File: config.mk
export PLATFORM = sky130hd
export DESIGN_NAME = cfg_slave_port
export DESIGN_NICKNAME = d
export VERILOG_FILES = /design/src/rtl/cfgp_pkg.sv /design/src/rtl/cfgp_addr_asm.sv /design/src/rtl/cfgp_regfile.sv /design/src/rtl/cfgp_cfg_gate.sv /design/src/rtl/cfg_slave_port.sv
export SDC_FILE = /design/constraint.sdc
export NUM_CORES = 1
export LEC_CHECK = 0
export ABC_AREA = 1
export BUFFER_PORTS_ARGS = -buffer_cell sky130_fd_sc_hd__buf_2
export CAP_MARGIN = 40
export CORE_AREA = 3 3 246 248
export CTS_CLUSTER_SIZE = 28
export DETAILED_ROUTE_END_ITERATION = 8
export DIE_AREA = 0 0 249 251
export HOLD_SLACK_MARGIN = 0.1
export PLACE_DENSITY = 0.73
export SLEW_MARGIN = 15
export SYNTH_ARGS = -nofsm -noshare
export SYNTH_HDL_FRONTEND = slang
export SYNTH_SLANG_ARGS = --single-unit
File: constraint.sdc
create_clock -name clk -period 2.8 [get_ports clk]
set_clock_uncertainty 0.15 [all_clocks]
set_input_delay 0.56 -clock clk [delete_from_list [all_inputs] [get_ports clk]]
set_output_delay 0.56 -clock clk [all_outputs]
set_load 0.01 [all_outputs]
File: src/rtl/cfgp_pkg.sv
package cfgp_pkg;
    localparam int BUS_W  = 16;
    localparam int ADDR_W = 32;
    localparam int HALF_W = ADDR_W / 2;

    typedef enum logic [1:0] {
        ACC_ADDR = 2'b00,
        ACC_RD   = 2'b01,
        ACC_WR   = 2'b10,
        ACC_CFG  = 2'b11
    } acc_e;
endpackage

File: src/rtl/cfgp_addr_asm.sv
module cfgp_addr_asm
    import cfgp_pkg::*;
(
    input  logic              clk,
    input  logic              rst_n,
    input  logic              sel,
    input  logic [1:0]        acc_type,
    input  logic              narrow,
    input  logic [BUS_W-1:0]  wdata,
    output logic [ADDR_W-1:0] addr
);
    localparam int BYTES  = ADDR_W / 8;
    localparam int HALVES = ADDR_W / BUS_W;
    localparam int PTR_W  = $clog2(BYTES);

    typedef struct packed {
        logic [ADDR_W-1:0] addr;
        logic [PTR_W-1:0]  ptr;
    } asm_t;

    asm_t st_d, st_q;

    always_comb begin
        st_d = st_q;
        if (sel) begin
            if (acc_type == ACC_ADDR) begin
                if (narrow) begin
                    st_d.addr[{st_q.ptr, 3'b000} +: 8] = wdata[7:0];
                    st_d.ptr = (st_q.ptr == PTR_W'(BYTES - 1)) ? '0 : st_q.ptr + 1'b1;
                end else begin
                    st_d.addr[{st_q.ptr[0], 4'b0000} +: BUS_W] = wdata;
                    st_d.ptr = (st_q.ptr >= PTR_W'(HALVES - 1)) ? '0 : st_q.ptr + 1'b1;
                end
            end else begin
                st_d.ptr = '0;
            end
        end
    end

    always_ff @(posedge clk or negedge rst_n) begin
        if (!rst_n) st_q <= '0;
        else        st_q <= st_d;
    end

    assign addr = st_q.addr;

    AST_ADDR_HOLD: assert property (@(posedge clk) disable iff (!rst_n)
        !$past(sel) |-> $stable(addr));
endmodule

File: src/rtl/cfgp_regfile.sv
module cfgp_regfile
    import cfgp_pkg::*;
#(
    parameter int          ROWS      = 9,
    parameter int          REGS      = 4,
    parameter logic [15:0] BCAST_ROW = 16'h00FF
)(
    input  logic             clk,
    input  logic             rst_n,
    input  logic             wr_en,
    input  logic             rd_en,
    input  logic [15:0]      row,
    input  logic [15:0]      ridx,
    input  logic             narrow,
    input  logic [BUS_W-1:0] wdata,
    output logic [BUS_W-1:0] rdata,
    output logic             rvld
);
    typedef struct packed {
        logic             vld;
        logic [BUS_W-1:0] data;
    } rd_t;

    logic [BUS_W-1:0] mem_d [ROWS][REGS];
    logic [BUS_W-1:0] mem_q [ROWS][REGS];
    logic [ROWS-1:0]  row_hit;
    logic [BUS_W-1:0] wval;
    logic [15:0]      rrow;
    rd_t              rs_d, rs_q;

    for (genvar r = 0; r < ROWS; r++) begin : g_row_hit
        assign row_hit[r] = (row == 16'(r)) || (row == BCAST_ROW);
    end

    always_comb begin
        mem_d = mem_q;
        wval  = narrow ? {8'h00, wdata[7:0]} : wdata;
        for (int r = 0; r < ROWS; r++) begin
            for (int g = 0; g < REGS; g++) begin
                if (wr_en && row_hit[r] && ridx == 16'(g)) mem_d[r][g] = wval;
            end
        end
        rrow       = (row == BCAST_ROW) ? 16'd0 : row;
        rs_d.vld   = rd_en;
        rs_d.data  = '0;
        if (rd_en) begin
            for (int r = 0; r < ROWS; r++) begin
                for (int g = 0; g < REGS; g++) begin
                    if (rrow == 16'(r) && ridx == 16'(g)) rs_d.data = mem_q[r][g];
                end
            end
            if (narrow) rs_d.data[15:8] = '0;
        end
    end

    always_ff @(posedge clk or negedge rst_n) begin
        if (!rst_n) begin
            rs_q <= '0;
            for (int r = 0; r < ROWS; r++)
                for (int g = 0; g < REGS; g++)
                    mem_q[r][g] <= '0;
        end else begin
            rs_q  <= rs_d;
            mem_q <= mem_d;
        end
    end

    assign rdata = rs_q.data;
    assign rvld  = rs_q.vld;

    AST_RVLD_FOLLOWS_READ: assert property (@(posedge clk) disable iff (!rst_n)
        rvld |-> $past(rd_en));
    AST_RDATA_QUIET: assert property (@(posedge clk) disable iff (!rst_n)
        !rvld |-> rdata == '0);
    AST_BYTE_UPPER_ZERO: assert property (@(posedge clk) disable iff (!rst_n)
        rvld && $past(narrow) |-> rdata[15:8] == 8'h00);
    AST_BCAST_ALL_ROWS: assert property (@(posedge clk) disable iff (!rst_n)
        $past(wr_en && row == BCAST_ROW && ridx == 16'd0) |-> mem_q[0][0] == mem_q[ROWS-1][0]);
endmodule

File: src/rtl/cfgp_cfg_gate.sv
module cfgp_cfg_gate
    import cfgp_pkg::*;
#(
    parameter int         ID_W     = 4,
    parameter logic [7:0] BCAST_ID = 8'hFF
)(
    input  logic             clk,
    input  logic             rst_n,
    input  logic             sel,
    input  logic [1:0]       acc_type,
    input  logic             narrow,
    input  logic [BUS_W-1:0] wdata,
    input  logic [ID_W-1:0]  chip_id,
    output logic             cfg_vld,
    output logic [BUS_W-1:0] cfg_data,
    output logic             mismatch
);
    localparam int SID_W = 8;

    typedef struct packed {
        logic             hdr_pend;
        logic             match;
        logic             mismatch;
        logic             vld;
        logic [BUS_W-1:0] data;
    } gate_t;

    gate_t            st_d, st_q;
    logic [SID_W-1:0] own_id;
    logic             id_ok;

    assign own_id = {{(SID_W-ID_W){1'b0}}, chip_id};
    assign id_ok  = (wdata[7:0] == BCAST_ID) || (wdata[7:0] == own_id);

    always_comb begin
        st_d      = st_q;
        st_d.vld  = 1'b0;
        st_d.data = '0;
        if (sel) begin
            if (acc_type == ACC_CFG) begin
                if (st_q.hdr_pend) begin
                    st_d.hdr_pend = 1'b0;
                    st_d.match    = id_ok;
                    st_d.mismatch = !id_ok;
                end else if (st_q.match) begin
                    st_d.vld  = 1'b1;
                    st_d.data = narrow ? {8'h00, wdata[7:0]} : wdata;
                end
            end else begin
                st_d.hdr_pend = 1'b1;
            end
        end
    end

    always_ff @(posedge clk or negedge rst_n) begin
        if (!rst_n) begin
            st_q          <= '0;
            st_q.hdr_pend <= 1'b1;
        end else begin
            st_q <= st_d;
        end
    end

    assign cfg_vld  = st_q.vld;
    assign cfg_data = st_q.data;
    assign mismatch = st_q.mismatch;

    AST_CFG_FROM_ACCESS: assert property (@(posedge clk) disable iff (!rst_n)
        cfg_vld |-> $past(sel && acc_type == ACC_CFG));
    AST_HDR_SILENT: assert property (@(posedge clk) disable iff (!rst_n)
        $past(sel && acc_type == ACC_CFG && st_q.hdr_pend) |-> !cfg_vld);
    AST_DROP_ON_MISMATCH: assert property (@(posedge clk) disable iff (!rst_n)
        cfg_vld |-> !mismatch);
endmodule

File: src/rtl/cfg_slave_port.sv
module cfg_slave_port
    import cfgp_pkg::*;
#(
    parameter int          ROWS      = 9,
    parameter int          REGS      = 4,
    parameter int          ID_W      = 4,
    parameter logic [15:0] BCAST_ROW = 16'h00FF,
    parameter logic [7:0]  BCAST_ID  = 8'hFF
)(
    input  logic        clk,
    input  logic        rst_n,
    input  logic        sel,
    input  logic [1:0]  acc_type,
    input  logic [15:0] bus_in,
    input  logic        byte_mode,
    input  logic [3:0]  chip_id,
    output logic [15:0] rd_data,
    output logic        rd_valid,
    output logic        cfg_valid,
    output logic [15:0] cfg_data,
    output logic        id_mismatch
);
    logic [ADDR_W-1:0] addr;
    logic              wr_en;
    logic              rd_en;

    assign wr_en = sel && (acc_type == ACC_WR);
    assign rd_en = sel && (acc_type == ACC_RD);

    cfgp_addr_asm u_addr (
        .clk      (clk),
        .rst_n    (rst_n),
        .sel      (sel),
        .acc_type (acc_type),
        .narrow   (byte_mode),
        .wdata    (bus_in),
        .addr     (addr)
    );

    cfgp_regfile #(
        .ROWS      (ROWS),
        .REGS      (REGS),
        .BCAST_ROW (BCAST_ROW)
    ) u_regs (
        .clk    (clk),
        .rst_n  (rst_n),
        .wr_en  (wr_en),
        .rd_en  (rd_en),
        .row    (addr[ADDR_W-1:HALF_W]),
        .ridx   (addr[HALF_W-1:0]),
        .narrow (byte_mode),
        .wdata  (bus_in),
        .rdata  (rd_data),
        .rvld   (rd_valid)
    );

    cfgp_cfg_gate #(
        .ID_W     (ID_W),
        .BCAST_ID (BCAST_ID)
    ) u_gate (
        .clk      (clk),
        .rst_n    (rst_n),
        .sel      (sel),
        .acc_type (acc_type),
        .narrow   (byte_mode),
        .wdata    (bus_in),
        .chip_id  (chip_id),
        .cfg_vld  (cfg_valid),
        .cfg_data (cfg_data),
        .mismatch (id_mismatch)
    );

    AST_IDLE_NO_OUTPUT: assert property (@(posedge clk) disable iff (!rst_n)
        !$past(sel) |-> !rd_valid && !cfg_valid);
endmodule

==> impl_metrics.csv, run 1 <==
group,metric,value,unit
outcome,outcome,"complete, but fails checks",
outcome,failed_checks,"negative setup slack",
yosys,post-synth-top-count-cell,"nand2_1",
clock_tree,cts_root_buf,"clkbuf_16",
critical_path,crit_path_end_kind,"flip-flop",
yosys,yosysSeqAreaShare,55.5,%
die,rows,89,
timing,rsz0062_at_grt,"true",
timing,tns,-17.91,ns
timing,hold_viol,0,
critical_path,slowest_stage,"dfrtp_1",
clock_tree,cts_tree,"yes",
clock_tree,clkLatencyLatePin,0.62,ns
critical_path,worst_path_most_repeated_cell,"nand4_1",
drt,ant_nets,0,
critical_path,arrival,4.43,ns
drt,drc,0,
die,die_w,249,um
place,post-dp-hpwl,56.3,mm
drt,drtIter0Drc,2710,
cells_and_area,multi_input_area,0.0116,sq mm
clock_tree,clkTransAtPathRegs,0.06,ns
timing,fmax,244,MHz
critical_path,critPathLaunchType,"flip-flop",
grt,grt_pass1_wl,135,mm
timing,finalCriticalPeriod,4.10,ns
timing,setup_viol,16,
critical_path,reg2reg_to,"u_regs.rdata[13]",
critical_path,worstSetupPathType,"reg2reg",
die,floorplan.die.height,251,um
die,pin_count,61,
place,gp_congestion,0.908,
timing,relSlewSlack,52.8,%
yosys,ys_seq_elements,647,
yosys,syn_inst,3617,
pwr,power_density,580,mW/mm^2
place,io_buffers,60,
drt,drt_pass1_iterations,5,
yosys,synthesis.nets,3648,
critical_path,r2r_cells,29,
min_path,hp-class,"in2reg",
grt,globalRouteTotalUtil,26.9,%
cells_and_area,fin_nets,3806,
timing,fin_crit_sh,146,%
yosys,synth_area_leaders,"dfrtp_1 55%, nand2_1 15%, o21ai_0 11%",
cells_and_area,synthToLayoutAreaGrowth,18.0,%
yosys,synth_common_cells,"1172 x nand2_1, 647 x o21ai_0, 646 x dfrtp_1, 308 x nor2_1, 214 x clkbuf_1",
cells_and_area,num_antenna_cells,0,
yosys,syn_area,0.0292,sq mm
critical_path,crit_end,"u_regs.rdata[13]",
yosys,synth_top_flop_cell,"dfrtp_1",
yosys,ys_types,42,
yosys,syn_area_per_cell,8.07,sq um
yosys,yosysTopAreaCellShare,55.4,%
die,die_area,0.0625,sq mm
timing,slew_viol_final,0,
timing,worst_slew_pin_slew,0.700,ns
cells_and_area,fill_cells,5049,
critical_path,regToRegStartpoint,"u_addr.addr[7]",
yosys,synthArstFlopShare,100,%
yosys,synth_edf_count,0,
timing,fin_worst_hold_slack,0.124,ns
pwr,ir_worst_vdd,0.000513,V
drt,avgRoutedWirePerCell,18.3,um
grt,grt_max_degree,97,
grt,grt-ovfl-total,0,
clock_tree,cts_max_path_buffers,3,
flow_run,cap_violations,0,
die,core,0.0587,sq mm
critical_path,reg2reg_slack,-1.30,ns
critical_path,critPathMaxStageDelay,0.38,ns
cells_and_area,drive_gt1_share,16.0,%
critical_path,critPathRequiredTime,3.13,ns
drt,num_vias,25400,
critical_path,setup.worst_path.start,"u_addr.addr[7]",
grt,antenna_found_initial,0,
timing,setup_ws,-1.30,ns
cells_and_area,final_core_util,58.7,%
yosys,ys_warn_count,0,
grt,grt_pass1_vias,24300,
clock_tree,h-tree-depth,3,
clock_tree,cts_num_sinks,647,
cells_and_area,seqCellArea,0.0162,sq mm
drt,via_per_inst,5.53,
clock_tree,cts_inserted_buffers,67,
pwr,p_leak,0.0162,uW
yosys,synth_top_area_cell,"dfrtp_1",
drt,wl,84.3,mm
critical_path,cp_max_fo,7,
die,initial_core_util,49.7,%
## final cells by class
type | count | share of cell area, %
sequential | 647 | 47.0
multi-input combinational | 2511 | 33.7
clock buffer | 98 | 5.88
tap | 773 | 2.81
inverter | 211 | 2.33
clock inverter | 19 | 0.636
timing repair buffer | 337 | 7.67
## worst max-delay path, delay by kind of cell, from the launching register on
family,cells,cell delay [ns]
AO/OA/AOI/OAI,1,0.06
flip-flops,1,0.38
buffers and inverters,2,0.25
AND/OR/NAND/NOR,26,3.13
## logic make-up (layout without fill, tap and decap cells)
kind of cell               after synthesis  count (layout)  synth area share [%]
muxes                                    7               7                 0.270
adders and majority gates                5               5                 0.214
xor gates and xnor gates                 4               4                 0.120
buffers and inverters                  459             665                  6.35
DFF                                    647             647                  55.5
and+or+nand+nor                       1731            1731                  24.3
AOI/OAI and AO/OA                      764             764                  13.3
## power breakdown
group          internal (uW)  leakage [uW]  switching [uW]  total (uW)
Sequential              9500       0.00899             107        9600
Clock                   5310       0.00110            3760        9070
Combinational            437       0.00610             879        1320
## placed cells by master, fill, tap and decap left out, drive strengths merged, types with 2 or more instances in the layout
| cell | netlist | layout |
|---|---|---|
| nand2 | 1183 | 1183 |
| o21ai | 651 | 651 |
| dfrtp | 646 | 646 |
| buf | 34 | 333 |
| nor2 | 323 | 323 |
| inv | 204 | 206 |
| clkbuf | 214 | 98 |
| nand3 | 97 | 97 |
| nand4 | 93 | 93 |
| a21oi | 81 | 81 |
| clkinv | 7 | 18 |
| or2 | 18 | 18 |
| a31oi | 14 | 14 |
| o22ai | 10 | 10 |
| nor3 | 9 | 9 |
| mux2 | 7 | 7 |
| nand3b | 6 | 6 |
| ha | 5 | 5 |
| dlygate4sd3 | 0 | 4 |
| o21bai | 3 | 3 |
| clkinvlp | 0 | 3 |
| bufinv | 0 | 3 |
| o31ai | 2 | 2 |
| xor2 | 2 | 2 |
| xnor2 | 2 | 2 |
## flip-flops by register name (all words and copies together), names as in the netlist
name,cells
u_addr.st_q,2
u_regs.rvld,1
u_gate.st_q,2
u_gate.cfg_data,16
u_gate.mismatch,1
u_gate.cfg_vld,1
u_regs.mem_q,576
u_regs.rdata,16
u_addr.addr,32
## metrics by stage
step	instances	cell area (sq um)	setup WS (ns)	total power, uW
6_report	4596	34400	-1.30	20000
5_1_grt	4596	34400	-1.59	20700
4_1_cts	4592	34200	-1.27	20100
3_5_place_dp	4464	31600	-1.42	11000
3_3_place_gp	4464	31600	-1.37	11000
2_1_floorplan	3617	29300	-0.170	10300
## metal layers
metal	routed length [um]	up-vias	global-route usage [%]	share of wire [%]
li1	-	11900	-	-
met1	37000	12300	38.4	44
met2	38700	964	42.1	46
met3	6080	176	4.52	7.2
met4	2540	0	9.07	3.0
met5	0	-	0	0
## how the worst min path moves through the flow
stage                      start           endpoint  slack (ns)  depth (start not counted)
2_1_floorplan              rst_n     u_addr.addr[0]        0.11                          0
3_3_place_gp   u_regs.mem_q[446]  u_regs.mem_q[446]        0.31                          2
3_5_place_dp               rst_n    u_addr.addr[14]        0.32                          1
4_1_cts               bus_in[14]    u_addr.addr[30]        0.10                          3
5_1_grt               bus_in[14]    u_addr.addr[30]        0.12                          3
6_report              bus_in[14]    u_addr.addr[30]        0.12                          3
## repair_timing
action / in CTS / in global routing
resized for setup: 76 / 52
pin swaps: 51 / 62
endpoints found under the setup margin: 16 / 16
buffers inserted: 7 / 4
hold buffers: 4 / 0
endpoints found under the hold margin: 222 / 0
Power figures use the tool's default switching activity.
==> run 2: changes to the inputs <==
- CORE_AREA: 3 3 246 248 -> 3 3 259 261
- DIE_AREA: 0 0 249 251 -> 0 0 262 264
- PLACE_DENSITY: 0.73 -> 0.67
==> impl_metrics.csv, run 2 (same netlist as run 1, synthesis figures left out) <==
group,metric,value,unit
cells_and_area,seqCellArea,0.0162,sq mm
critical_path,regToRegStartpoint,"u_addr.addr[15]",
critical_path,crit_end,"u_regs.rdata[13]",
cells_and_area,largest_register_ffs,576,
cells_and_area,final_core_util,54.4,%
cells_and_area,final_cell_mix,"1107 x nand2_1, 646 x dfrtp_1, 643 x o21ai_0",
critical_path,worstSetupPathType,"reg2reg",
outcome,outcome,"complete, but fails checks",
timing,fin_crit_sh,150,%
timing,worst_slew_pin_slew,0.657,ns
die,initial_core_util,45.1,%
timing,fin_worst_hold_slack,0.126,ns
cells_and_area,top_register,"u_regs.mem_q",
critical_path,arrival,4.53,ns
critical_path,critPathRequiredTime,3.13,ns
timing,slew_viol_final,0,
drt,drc,0,
clock_tree,cts_tree,"yes",
die,die_w,262,um
die,core,0.0647,sq mm
grt,antenna_found_initial,3,
critical_path,r2r_cells,31,
min_path,hold_path_depth,3,
drt,drtIter0Drc,2598,
timing,finalCriticalPeriod,4.20,ns
critical_path,worst_path_most_repeated_cell,"nand4_1",
drt,avgRoutedWirePerCell,18.3,um
die,pin_count,61,
clock_tree,cts_root_buf,"clkbuf_16",
grt,grt-ovfl-total,0,
cells_and_area,num_antenna_cells,0,
critical_path,setup.worst_path.start,"u_addr.addr[15]",
cells_and_area,fin_area,0.0352,sq mm
place,io_buffers,60,
grt,globalRouteTotalUtil,25.1,%
drt,drt_pass1_iterations,6,
critical_path,cp_max_fo,4,
clock_tree,cts_inserted_buffers,69,
die,die_area,0.0692,sq mm
cells_and_area,synthToLayoutAreaGrowth,20.6,%
clock_tree,h-tree-depth,3,
outcome,failed_checks,"negative setup slack",
drt,wl,86.3,mm
timing,setup_viol,16,
drt,ant_nets,0,
grt,grt_max_degree,98,
pwr,power_density,583,mW/mm^2
pwr,ir_worst_vdd,0.000407,V
drt,num_vias,25100,
die,floorplan.die.height,264,um
die,rows,93,
clock_tree,clkLatencyLatePin,0.62,ns
critical_path,critPathMaxStageDelay,0.39,ns
cells_and_area,fin_nets,3834,
timing,hold_viol,0,
cells_and_area,layout.cells.non_filler,4710,
cells_and_area,drive_gt1_share,17.5,%
place,post-dp-hpwl,56.5,mm
critical_path,critPathLaunchType,"flip-flop",
place,gp_congestion,0.876,
timing,setup_ws,-1.40,ns
drt,via_per_inst,5.33,
critical_path,slowest_stage,"dfrtp_1",
clock_tree,cts_num_sinks,647,
cells_and_area,multi_input_area,0.0118,sq mm
place,place_ws,-1.40,ns
place,place_area,0.0318,sq mm
critical_path,reg2reg_slack,-1.40,ns
cells_and_area,final_common_cell,"nand2_1",
grt,grt_pass1_vias,24100,
pwr,p_leak,0.0165,uW
clock_tree,cts_max_path_buffers,3,
place,dp.cells,4548,
critical_path,crit_path_end_kind,"flip-flop",
timing,rsz0062_at_grt,"true",
min_path,hp-class,"in2reg",
timing,relSlewSlack,56.2,%
flow_run,cap_violations,0,
critical_path,reg2reg_to,"u_regs.rdata[13]",
cells_and_area,fill_cells,5893,
grt,grt_pass1_wl,137,mm
clock_tree,clkTransAtPathRegs,0.07,ns
timing,fmax,238,MHz
==> run 2: layout make-up <==
type,count,share of cell area (%)
inverters,211,2.29
clock inverters,18,0.871
repair buffers,363,8.54
well taps,855,3.04
flip-flops and latches,647,46.0
multi-input cells,2511,33.4
clock buffers,105,5.83
==> run 2: layer usage <==
| metal | routed length, um | vias to the layer above | track usage (%) |
|---|---|---|---|
| li1 | - | 12000 | - |
| met4 | 2360 | 0 | 7.87 |
| met3 | 5280 | 152 | 4.02 |
| met2 | 39500 | 787 | 38.6 |
| met1 | 39100 | 12200 | 36.4 |
| met5 | 0 | - | 0 |
==> run 2: stage by stage <==
stage | power [uW] | TNS (ns)
4_1_cts | 20600 | -18.47
6_report | 20500 | -20.00
2_1_floorplan | 10300 | -1.73
3_5_place_dp | 11000 | -20.14
5_1_grt | 21300 | -24.65
3_3_place_gp | 11000 | -19.47
==> run 2: what timing repair did <==
item	CTS	global route
endpoints found under the setup margin	16	16
buffers inserted	9	22
hold buffers	6	0
gates cloned	0	2
endpoints found under the hold margin	138	0
pin swaps	47	161
resized for setup	74	128
==> run 2: report_power, final <==
| group | total, uW | internal, uW | switching [uW] |
|---|---|---|---|
| registers | 9600 | 9500 | 103 |
| clock network | 9520 | 5650 | 3870 |
| logic | 1420 | 499 | 921 |
==> run 2: how the worst min path moves through the flow <==
| stage | to | start |
|---|---|---|
| floorplan | u_addr.addr[0] | rst_n |
| global placement | u_regs.mem_q[36] | u_regs.mem_q[36] |
| detailed placement | u_regs.mem_q[3] | u_regs.mem_q[3] |
| CTS | u_addr.addr[28] | bus_in[12] |
| global route | u_addr.addr[28] | bus_in[12] |
| finish | u_addr.addr[25] | bus_in[9] |
==> run 2: worst max-delay path, delay by kind of cell, from the launching register on <==
| kind | cells | cell delay, ns |
|---|---|---|
| AOI/OAI and AO/OA | 1 | 0.06 |
| buffers and inverters | 4 | 0.42 |
| DFF | 1 | 0.39 |
| and+or+nand+nor | 26 | 3.04 |
==> run 3: changes to the inputs <==
- PLACE_DENSITY: 0.67 -> 0.65
- clock period: 2.8 -> 5.19 ns (I/O delays scaled with it)
==> impl_metrics.csv, run 3 (same netlist as run 1, synthesis figures left out) <==
group,metric,value,unit
cells_and_area,final_core_util,51.0,%
min_path,hp-class,"in2async",
grt,grt_max_degree,98,
critical_path,reg2reg_to,"u_regs.rdata[7]",
clock_tree,cts_tree,"yes",
grt,grt_pass1_wl,133,mm
critical_path,critPathMaxStageDelay,0.37,ns
pwr,ir_worst_vdd,0.000233,V
timing,fin_worst_hold_slack,0.306,ns
critical_path,critPathLaunchType,"flip-flop",
critical_path,cp_max_fo,17,
place,gp_congestion,0.874,
timing,tns,0,ns
critical_path,slowest_stage,"dfrtp_1",
critical_path,crit_path_end_kind,"flip-flop",
place,post-dp-hpwl,54.5,mm
clock_tree,ctsHoldBuffers,0,
drt,drtIter0Drc,2324,
clock_tree,cts_max_path_buffers,3,
cells_and_area,largest_register_ffs,576,
drt,via_per_inst,5.35,
timing,hold_viol,0,
clock_tree,post-cts-setup-buffers,0,
clock_tree,h-tree-depth,3,
die,die_w,262,um
drt,drt_pass1_iterations,6,
critical_path,regToRegStartpoint,"u_addr.addr[15]",
timing,slew_viol_final,0,
cells_and_area,fill_cells,6280,
timing,rsz0062_at_grt,"false",
cells_and_area,drive_gt1_share,9.41,%
critical_path,arrival,4.69,ns
timing,relSlewSlack,41.2,%
cells_and_area,fin_nets,3643,
die,pin_count,61,
die,initial_core_util,45.1,%
grt,grt_use_met2,37.0,%
clock_tree,cts_num_sinks,647,
grt,globalRouteTotalUtil,24.2,%
clock_tree,cts_inserted_buffers,71,
timing,worst_slew_pin_slew,0.879,ns
die,core,0.0647,sq mm
grt,busiest_layer,"met2",
timing,fin_crit_sh,83.5,%
clock_tree,clkLatencyLatePin,0.62,ns
critical_path,worst_path_most_repeated_cell,"nand2_1",
drt,avgRoutedWirePerCell,18.2,um
pwr,p_leak,0.0152,uW
drt,ant_nets,0,
critical_path,reg2reg_slack,0.86,ns
cells_and_area,final_cell_mix,"1167 x nand2_1, 647 x o21ai_0, 646 x dfrtp_1",
die,die_area,0.0692,sq mm
critical_path,critPathTopFamily,"simple AND/OR/NAND/NOR gates",
place,dp.cells,4393,
critical_path,worstSetupPathType,"reg2reg",
timing,finalCriticalPeriod,4.33,ns
cells_and_area,final_common_cell,"nand2_1",
die,floorplan.die.height,264,um
place,io_buffers,60,
drt,wl,82.5,mm
timing,fmax,231,MHz
grt,antenna_found_initial,0,
grt,use_met1,36.7,%
drt,num_vias,24200,
grt,grt_pass1_vias,22700,
pwr,power_density,328,mW/mm^2
critical_path,r2r_cells,27,
clock_tree,cts_root_buf,"clkbuf_16",
die,rows,93,
grt,grt-ovfl-total,0,
cells_and_area,synthToLayoutAreaGrowth,13.0,%
clock_tree,clkTransAtPathRegs,0.06,ns
drt,drc,0,
critical_path,worst-path-buf-inv,2,
timing,setup_viol,0,
grt,grt.met3_usage,3.99,%
outcome,outcome,"completed",
flow_run,cap_violations,0,
cells_and_area,layout.cells.non_filler,4522,
cells_and_area,top_register,"u_regs.mem_q",
clock_tree,ctsResizeCount,0,
critical_path,critPathRequiredTime,5.55,ns
[run 3: cell count changes in the layout (fill, tap and decap cells not counted), moves of 26 or more]
cell	delta
nand2_2	-45
nand3_2	-26
nor2_1	+42
buf_4	-163
nand3_1	+30
nand2_1	+60
nor2_2	-34
[run 3: worst max path at each step]
stage | start | slack, ns | depth (start not counted) | end
floorplan | u_addr.addr[7] | 2.22 | 33 | u_regs.rdata[3]
global placement | u_addr.addr[13] | 0.93 | 32 | u_regs.rdata[5]
detailed placement | u_addr.addr[13] | 0.89 | 31 | u_regs.rdata[6]
CTS | u_addr.addr[13] | 0.87 | 31 | u_regs.rdata[6]
global route | u_addr.addr[11] | 0.34 | 34 | u_regs.rdata[12]
finish | u_addr.addr[15] | 0.86 | 27 | u_regs.rdata[7]
[run 3: report_power, final]
group	switching, uW	internal, uW
logic	423	142
registers	54.3	5120
clock network	2100	2980
total	2570	8250
[run 3: stage by stage]
step | total power [uW] | setup slack (ns) | area (sq um)
final | 10800 | 0.857 | 33000
after global routing | 11200 | 0.338 | 33000
after CTS | 10900 | 0.872 | 33000
after detailed placement | 5840 | 0.887 | 30600
after global placement | 5820 | 0.930 | 30300
after floorplan | 5550 | 2.22 | 29200
[run 3: per-layer routing]
metal | wire length (um) | vias to the layer above | share of wire, %
met2 | 37000 | 791 | 45
li1 | - | 11600 | -
met4 | 1310 | 0 | 1.6
met3 | 5530 | 96 | 6.7
met1 | 38700 | 11700 | 47
met5 | 0 | - | 0
[run 3: layout make-up]
| type | instances | area, sq um | area share, % |
|---|---|---|---|
| antenna | 1 | 2.50 | 0.00759 |
| clock buffer | 109 | 2120 | 6.43 |
| clock inverter | 18 | 220 | 0.668 |
| inverter | 211 | 797 | 2.42 |
| multi-input combinational | 2511 | 11200 | 33.9 |
| sequential | 647 | 16200 | 49.1 |
| tap | 855 | 1070 | 3.24 |
| timing repair buffer | 170 | 1400 | 4.26 |
